### src/rtl/ixr_pkg.sv
package ixr_pkg;
  localparam int PTR_W   = 5;
  localparam int ATTR_W  = 32;
  localparam int BYTES   = ATTR_W / 8;
  localparam int IDX_W   = $clog2(BYTES);

  typedef enum logic [2:0] {
    PFX_BANK = 3'b000,
    PFX_ATTR = 3'b111
  } cmd_pfx_e;

  typedef logic [PTR_W-1:0] ptr_t;
  typedef logic [IDX_W-1:0] idx_t;
endpackage

### src/rtl/ixr_cmd_decode.sv
module ixr_cmd_decode
  import ixr_pkg::*;
(
  input  logic       clk,
  input  logic       rst,
  input  logic       cmd_wr,
  input  logic [7:0] cmd_byte,
  output ptr_t       bank_ptr,
  output ptr_t       attr_ptr,
  output logic       restart
);
  logic hit_bank, hit_attr;

  assign hit_bank = cmd_wr && (cmd_byte[7:5] == PFX_BANK);
  assign hit_attr = cmd_wr && (cmd_byte[7:5] == PFX_ATTR);
  assign restart  = hit_bank || hit_attr;

  always_ff @(posedge clk) begin
    if (rst) begin
      bank_ptr <= '0;
      attr_ptr <= '0;
    end else begin
      if (hit_bank) bank_ptr <= cmd_byte[PTR_W-1:0];
      if (hit_attr) attr_ptr <= cmd_byte[PTR_W-1:0];
    end
  end
endmodule

### src/rtl/ixr_attr_store.sv
module ixr_attr_store
  import ixr_pkg::*;
#(
  parameter int DEPTH = 32,
  localparam int AW   = (DEPTH > 1) ? $clog2(DEPTH) : 1
) (
  input  logic              clk,
  input  logic              we,
  input  logic [AW-1:0]     addr,
  input  logic [ATTR_W-1:0] wdata,
  output logic [ATTR_W-1:0] rdata
);
  logic [ATTR_W-1:0] mem [DEPTH];

  always_ff @(posedge clk) begin
    if (we) mem[addr] <= wdata;
  end

  assign rdata = mem[addr];
endmodule

### src/rtl/ixr_byte_seq.sv
module ixr_byte_seq
  import ixr_pkg::*;
(
  input  logic              clk,
  input  logic              rst,
  input  logic              restart,
  input  logic              rd_req,
  input  logic              wr_req,
  input  logic              in_range,
  input  logic [7:0]        wr_byte,
  input  logic [ATTR_W-1:0] attr_q,
  output idx_t              idx,
  output logic [7:0]        rd_byte,
  output logic              commit_we,
  output logic [ATTR_W-1:0] commit_val
);
  localparam idx_t LAST = idx_t'(BYTES - 1);

  logic [ATTR_W-1:0] hold;
  logic [ATTR_W-1:0] snap;
  logic [IDX_W+2:0]  lane;

  assign snap    = in_range ? attr_q : '0;
  assign lane    = {idx, 3'b000};
  assign rd_byte = (idx == '0) ? snap[7:0] : hold[lane +: 8];

  assign commit_we  = wr_req && !restart && (idx == LAST) && in_range;
  assign commit_val = {wr_byte, hold[ATTR_W-9:0]};

  always_ff @(posedge clk) begin
    if (rst) begin
      idx  <= '0;
      hold <= '0;
    end else if (restart) begin
      idx <= '0;
    end else if (rd_req) begin
      if (idx == '0) hold <= snap;
      idx <= idx + idx_t'(1);
    end else if (wr_req) begin
      hold[lane +: 8] <= wr_byte;
      idx <= idx + idx_t'(1);
    end
  end
endmodule

### src/rtl/ixr_access.sv
module ixr_access
  import ixr_pkg::*;
#(
  parameter int NUM_BANKS = 4,
  parameter int NUM_ATTRS = 8
) (
  input  logic       clk,
  input  logic       rst,
  input  logic       bus_valid,
  input  logic       bus_write,
  input  logic       bus_cmd,
  input  logic [7:0] bus_wdata,
  output logic [7:0] bus_rdata,
  output logic       bus_ready
);
  localparam int DEPTH  = NUM_BANKS * NUM_ATTRS;
  localparam int ADDR_W = (DEPTH > 1) ? $clog2(DEPTH) : 1;

  logic cmd_wr, cmd_rd, dat_wr, dat_rd;
  ptr_t bank_ptr, reg_ptr;
  idx_t seq_idx;
  logic restart, in_range, commit_we;
  logic [ADDR_W-1:0] attr_addr;
  logic [ATTR_W-1:0] attr_q, commit_val;
  logic [7:0] rd_byte, status_byte;

  assign cmd_wr = bus_valid &&  bus_write &&  bus_cmd;
  assign cmd_rd = bus_valid && !bus_write &&  bus_cmd;
  assign dat_wr = bus_valid &&  bus_write && !bus_cmd;
  assign dat_rd = bus_valid && !bus_write && !bus_cmd;

  ixr_cmd_decode u_dec (
    .clk      (clk),
    .rst      (rst),
    .cmd_wr   (cmd_wr),
    .cmd_byte (bus_wdata),
    .bank_ptr (bank_ptr),
    .attr_ptr (reg_ptr),
    .restart  (restart)
  );

  assign in_range  = (32'(bank_ptr) < NUM_BANKS) && (32'(reg_ptr) < NUM_ATTRS);
  assign attr_addr = ADDR_W'(32'(bank_ptr) * NUM_ATTRS + 32'(reg_ptr));

  ixr_attr_store #(.DEPTH(DEPTH)) u_store (
    .clk   (clk),
    .we    (commit_we),
    .addr  (attr_addr),
    .wdata (commit_val),
    .rdata (attr_q)
  );

  ixr_byte_seq u_seq (
    .clk        (clk),
    .rst        (rst),
    .restart    (restart),
    .rd_req     (dat_rd),
    .wr_req     (dat_wr),
    .in_range   (in_range),
    .wr_byte    (bus_wdata),
    .attr_q     (attr_q),
    .idx        (seq_idx),
    .rd_byte    (rd_byte),
    .commit_we  (commit_we),
    .commit_val (commit_val)
  );

  assign status_byte = {seq_idx, bank_ptr[2:0], reg_ptr[2:0]};

  always_ff @(posedge clk) begin
    if (rst) begin
      bus_ready <= 1'b0;
      bus_rdata <= '0;
    end else begin
      bus_ready <= bus_valid;
      if (cmd_rd)      bus_rdata <= status_byte;
      else if (dat_rd) bus_rdata <= rd_byte;
      else             bus_rdata <= '0;
    end
  end
endmodule

### config.mk
export PLATFORM = sky130hd
export DESIGN_NAME = ixr_access
export DESIGN_NICKNAME = d
export VERILOG_FILES = /design/src/rtl/ixr_pkg.sv /design/src/rtl/ixr_cmd_decode.sv /design/src/rtl/ixr_attr_store.sv /design/src/rtl/ixr_byte_seq.sv /design/src/rtl/ixr_access.sv
export SDC_FILE = /design/constraint.sdc
export NUM_CORES = 1
export LEC_CHECK = 0
export BUFFER_PORTS_ARGS = -buffer_cell sky130_fd_sc_hd__buf_4
export CAP_MARGIN = 20
export CORE_MARGIN = 2
export CORE_UTILIZATION = 63
export DETAILED_ROUTE_END_ITERATION = 10
export GPL_TIMING_DRIVEN = 0
export HOLD_SLACK_MARGIN = 0.08
export PLACE_DENSITY = 0.82
export RECOVER_POWER = 50
export SLEW_MARGIN = 15
export SYNTH_ARGS = -nofsm -noshare
export SYNTH_HDL_FRONTEND = slang
export SYNTH_SLANG_ARGS = --single-unit
### constraint.sdc
create_clock -name clk -period 4.3 [get_ports clk]
set_input_delay 0.215 -clock clk [delete_from_list [all_inputs] [get_ports clk]]
set_output_delay 0.215 -clock clk [all_outputs]
set_load 0.05 [all_outputs]
### After elaboration in Yosys (flattened, before gate mapping)

Memory sizes are Yosys's and may differ from the RTL's.
Cells that the tools add are included.

* equality and inequality tests: 3
* reduce and logical (&&, ||, !) cells: 21
* multiplexer cells: 12
* shifts and indexed selects: 3
* multiply operators: 0
* div/mod/pow operators: 0
* bitwise operators: 1
* add/sub/neg operators: 3
* magnitude comparators: 2

Operators with widths (count)
* $mux 32: 4
* $bwmux 32: 1
* $shift 8x7->32 const A: 1
* $shiftx 32x6->8: 1
* $shiftx 8x7->32: 1
* $mux 8: 3
* $logic_and 1x1->1: 12
* $neg 5->7: 1
* $add 5x5->5: 1
* $lt 5x3->1 const B: 1
* $lt 5x4->1 const B: 1
* $mux 2: 2
* $eq 3x3->1 const B: 1
* $logic_not 1->1: 3
* $logic_not 3->1: 1
* $reduce_and 3->1: 1
* $add 2x1->2 const B: 1
* $eq 2x2->1 const B: 1
* $logic_not 2->1: 1
* $mux 1: 2
* $ne 2x1->1 const B: 1
* $reduce_bool 2->1: 1
* $reduce_or 2->1: 1
* $logic_or 1x1->1: 1
* $not 1->1: 1

* memory bits (read-only): 0
* bits in latches: 0
* memory bits (writable): 1024
* bits in registers: 53
* input bits: 13
* memories: 1
* output and inout port bits: 9
* word-level logic and storage cells: 52

Memory list
* u_store.mem: words 32, bits a word 32, rd ports 1, clocked after Yosys merged registers in 0, write ports 1, RTL line ixr_attr_store.sv:13 `logic [ATTR_W-1:0] mem [DEPTH];`

### Longest topological paths before layout

* word-level depth: 10
* mapped depth: 9
* mapped depth without buffers: 7

### Modules after synthesis

A second synthesis with hierarchy kept.

* cells, all modules: 2425
* area, all modules: 42453.2 um2

Modules (own cells, without submodules)
* ixr_attr_store: cells each 2075, area an instance 39101.3 um2, times used 1, sequential area each 30749.5 um2
* ixr_byte_seq: cells each 270, area an instance 2521.2 um2, times used 1, sequential area each 680.7 um2
* ixr_cmd_decode: cells each 43, area an instance 445.4 um2, times used 1, sequential area each 200.2 um2
* ixr_access: cells each 37, area an instance 385.4 um2, times used 1, sequential area each 180.2 um2

### Worst setup path after synthesis

No wires, ideal clock.

* path type: register -> register
* from: register u_dec.attr_ptr[0]
* to: memory u_store.mem[12][0] (enable)
* buffers on the path: 4
* data arrival time: 2.849 ns
* library setup time: 0.421 ns
* path slack: 1.030 ns
* data required time: 3.879 ns
* period minus slack after synthesis: 3.270 ns
* stages on the path, launching flop included: 7
* cell sequence: dfxtp_1 -> buf_2 -> buf_2 -> buf_2 -> or4_1 -> clkbuf_1 -> nor2_1

* cells in the longest elaborated chain, start to end: 5
* elaborated cells on any way between the ends: 6
* classes of those cells: add/sub (1); order compare (1); mux (2); reduce/logical (2)

Ends and longest elaborated chain
* start, declared: RTL line ixr_cmd_decode.sv:9 `output ptr_t attr_ptr,`
* start signal, assigned: RTL line ixr_cmd_decode.sv:24 `if (hit_attr) attr_ptr <= cmd_byte[PTR_W-1:0];`
* $lt 5x4->1: RTL line ixr_access.sv:42 `assign in_range = (32'(bank_ptr) < NUM_BANKS) && (32'(reg_ptr) < NUM_ATTRS);`
* $logic_and 1x1->1: RTL line ixr_access.sv:42
* $logic_and 1x1->1: RTL line ixr_byte_seq.sv:27 `assign commit_we = wr_req && !restart && (idx == LAST) && in_range;`
* $mux 1: RTL line ixr_attr_store.sv:16 `if (we) mem[addr] <= wdata;`
* $mux 1 (implied by the code): RTL line ixr_attr_store.sv:16
* end, declared: RTL line ixr_attr_store.sv:13

Several ways; a longest one is shown, not always the timed one.

### Worst setup path after layout

* from: register u_dec.attr_ptr[1]
* to: memory u_store.mem[18][21] (enable)

The elaborated chain is that of the path after synthesis.

==> impl_results.md <==
- Status: finished, violations left
- Failing checks: max-capacitance violations, max-slew violations, negative setup slack
- Cts bufs inserted: 98
- Largest net degree at the start of global routing: 40
- Synth Instances: 1830
- Max cap viols: 9
- Synth top area cells: edfxtp_1, mux4_2, a22oi_1
- Placed inst area: 0.0437 mm²
- Final Setup Violations: 67
- Via Count: 23400
- FMAX: 223 MHz
- Most frequent cells in the layout: edfxtp_1, mux4_2, a22oi_1
- Area Growth Syn to Fin: 14.1%
- Drt drc: 0
- Data arrival time of the critical path: 4850 ps
- Core Area: 0.0643 mm²
- Overflow after GRT: 0
- Mapped Avg Cell Area: 22.4 µm²
- Die X: 259 µm
- Initial antenna violation count: 2
- Root buffer cell: clkbuf_16
- Port bufs: 21
- Worst hold path depth: 3
- GR met3 Demand/Resource: 16.0%
- Most Crowded Layer GR: met2
- Clock Latency Late Sink: 700 ps
- DRT Pass-1 Iters: 10
- Crit Path Max Fanout: 13
- Logic pwr share: 1.6%
- Clock sink count: 1077
- VDD IR-drop max: 0.314 mV
- Switching Fraction: 20.5%
- Crit path kind: register to register
- Primary FF master, synth: edfxtp_1
- Fraction of layout cells with a size suffix above 1: 27.2%
- Cell area after synthesis: 0.0409 mm²
- CP max-delay cell: nand3b_1
- Synth Register Bits: 1077
- Detailed Route WL: 129 mm
- Worst hold slack: 168 ps
- CP delay by family, top: buffers and inverters
- Synth warnings: 0
- Max_slew headroom: -48.8%
- H-tree depth: 3
- Cells along the critical path: buf_2 > clkbuf_1 > buf_1 > nand3b_1 > nor2_4 > buf_16 > buf_16
- Fin nets: 2046
- Cell area after layout: 0.0467 mm²
- Hold Fails Final Rpt: 0
- First-pass GRT wire length: 176 mm
- Clock Tree Buf Depth: 3
- Crit path buffers/inverters: 5
- Internal: 16000 µW
- Met1 Track Usage GR: 49.2%
- Synth top area share: 75.1%
- Detail Route Antenna Nets: 0
- Leak: 0.0142 µW
- Layout Utilization: 72.6%
- Initial drt markers: 4698
- Setup crit end kind: register
- Vias in the first global route: 23100
- I/O pin count: 22
- Tightest Pin Transition: 2230 ps
- Full die area: 0.0670 mm²
- Syn nets: 1849
- Hpwl dp: 73.8 mm
- Sequential share of the synthesized area: 77.7%
- Power Density: 430 mW/mm²
- Share of flip-flops with an asynchronous set or reset: 0%
- Slowest stage delay, CP: 850 ps
- Final setup margin: -187 ps
- GRT Util Overall: 39.1%
- Gp weighted congestion: 0.956
- Core Rows: 93
- Routed vias/inst: 7.93
- Clk pwr share: 41.0%
- Crit path top cell by count: buf_16
- Unique cell type count in the Yosys netlist: 46
- CP startpoint kind: register
- Pre-CTS WS: 153 ps
- Post-route minimum period: 4490 ps
- Final Max Slew Viols: 322
- Reg power frac: 57.4%
- Tot Pwr: 20100 µW
- Sw Pwr: 4120 µW
- Hold Path Class: input pin to register
- Reg clk slew, reported paths: 70 ps
- Yosys top cell by area: edfxtp_1
- EDFF count, synth: 1024
- Die Ht: 259 µm
- Clk_skew: 42.1 ps
- Worst EP required: 4670 ps
- CTS tree: done
- Final Cycle Share: 104%
- Met2 Resource Use GR: 57.5%
- Starting Density: 63.6%
- R2R depth: 7
- Wire per inst: 43.7 µm
- Commonest non-fill, non-tap cell in the layout: edfxtp_1
- CP Depth: 7
[state kept, by name, summed over array words and instances, names as in the netlist]
register,flops
u_dec.bank_ptr,5
bus_rdata,8
u_dec.attr_ptr,5
bus_ready,1
u_seq.hold,32
u_seq.idx,2
u_store.mem,1024
[cell usage after synthesis, types with 9 or more instances]
master	number
a22oi_1	161
o21ai_1	24
buf_2	56
mux2i_1	10
mux4_2	264
a21oi_1	10
dfxtp_1	53
nand2_1	12
edfxtp_1	1024
nor2_1	61
buf_1	9
and4_1	32
clkbuf_1	31
[final timing paths]
check	endpoint	from	slack, ps
min reg2reg	u_dec.bank_ptr[4]$_SDFFE_PP0P_	u_dec.bank_ptr[4]$_SDFFE_PP0P_	530
min	bus_ready$_SDFF_PP0_	rst	170
max reg2reg	u_store.mem[18][21]$_DFFE_PP_	u_dec.attr_ptr[1]$_SDFFE_PP0P_	-190
max	u_store.mem[18][21]$_DFFE_PP_	u_dec.attr_ptr[1]$_SDFFE_PP0P_	-190
[cell type report]
| cell class | count | area (µm²) |
|---|---|---|
| Sequential cell | 1077 | 31800 |
| Timing Repair Buffer | 97 | 1590 |
| Multi-Input combinational cell | 648 | 8860 |
| Fill cell | 3269 | 17600 |
| Inverter | 3 | 11.3 |
| Clock buffer | 128 | 2620 |
| Tap cell | 855 | 1070 |
| Clock inverter | 38 | 267 |
| Antenna cell | 1 | 2.50 |
| Buffer | 102 | 482 |
[per-layer routing]
metal  vias up  part of all wire, %
li1       8235                    -
met2      2854                   44
met3       723                   18
met1     11600                   30
met5         -                 0.12
met4         8                  7.8
[stage by stage]
step	std cells	TNS [ps]
after floorplan	1830	0
after global placement	2706	-1490790
after detailed placement	2761	0
after CTS	2936	0
after global routing	2948	-321
final	2949	-6790
[worst reg2reg max path, delay by kind of cell (launching register included)]
| kind | cells | cell delay, ps |
|---|---|---|
| DFF | 1 | 360 |
| and+or+nand+nor | 2 | 1690 |
| buffers and inverters | 5 | 2100 |
[logic make-up (layout without fill, tap and decap cells)]
kind of cell	Yosys count	in the layout	share of synthesized area [%]
DFF	1077	1077	77.7
muxes	274	274	14.8
AOI/OAI and AO/OA	216	216	3.88
and+or+nand+nor	149	149	2.13
buffers and inverters	105	368	1.21
adders and majority gates	6	6	0.183
xor gates and xnor gates	3	3	0.141
other	0	1	0
[timing repair]
action                                 in CTS  in global routing
gates resized for setup                     0                  0
hold buffers                                9                  0
buffers inserted                            0                  9
endpoints found under the hold margin     261                  0
setup endpoints to repair                   0                 55
[power groups by stage]
stage | registers (µW) | clock network, µW | logic, µW
6_report | 11500 | 8240 | 318
3_3_place_gp | 11700 | 0 | 268
3_5_place_dp | 11700 | 0 | 284
4_1_cts | 11500 | 8180 | 300
5_1_grt | 11500 | 8550 | 320
2_1_floorplan | 11700 | 0 | 140
Note: power is estimated with default switching activity, not from simulation.
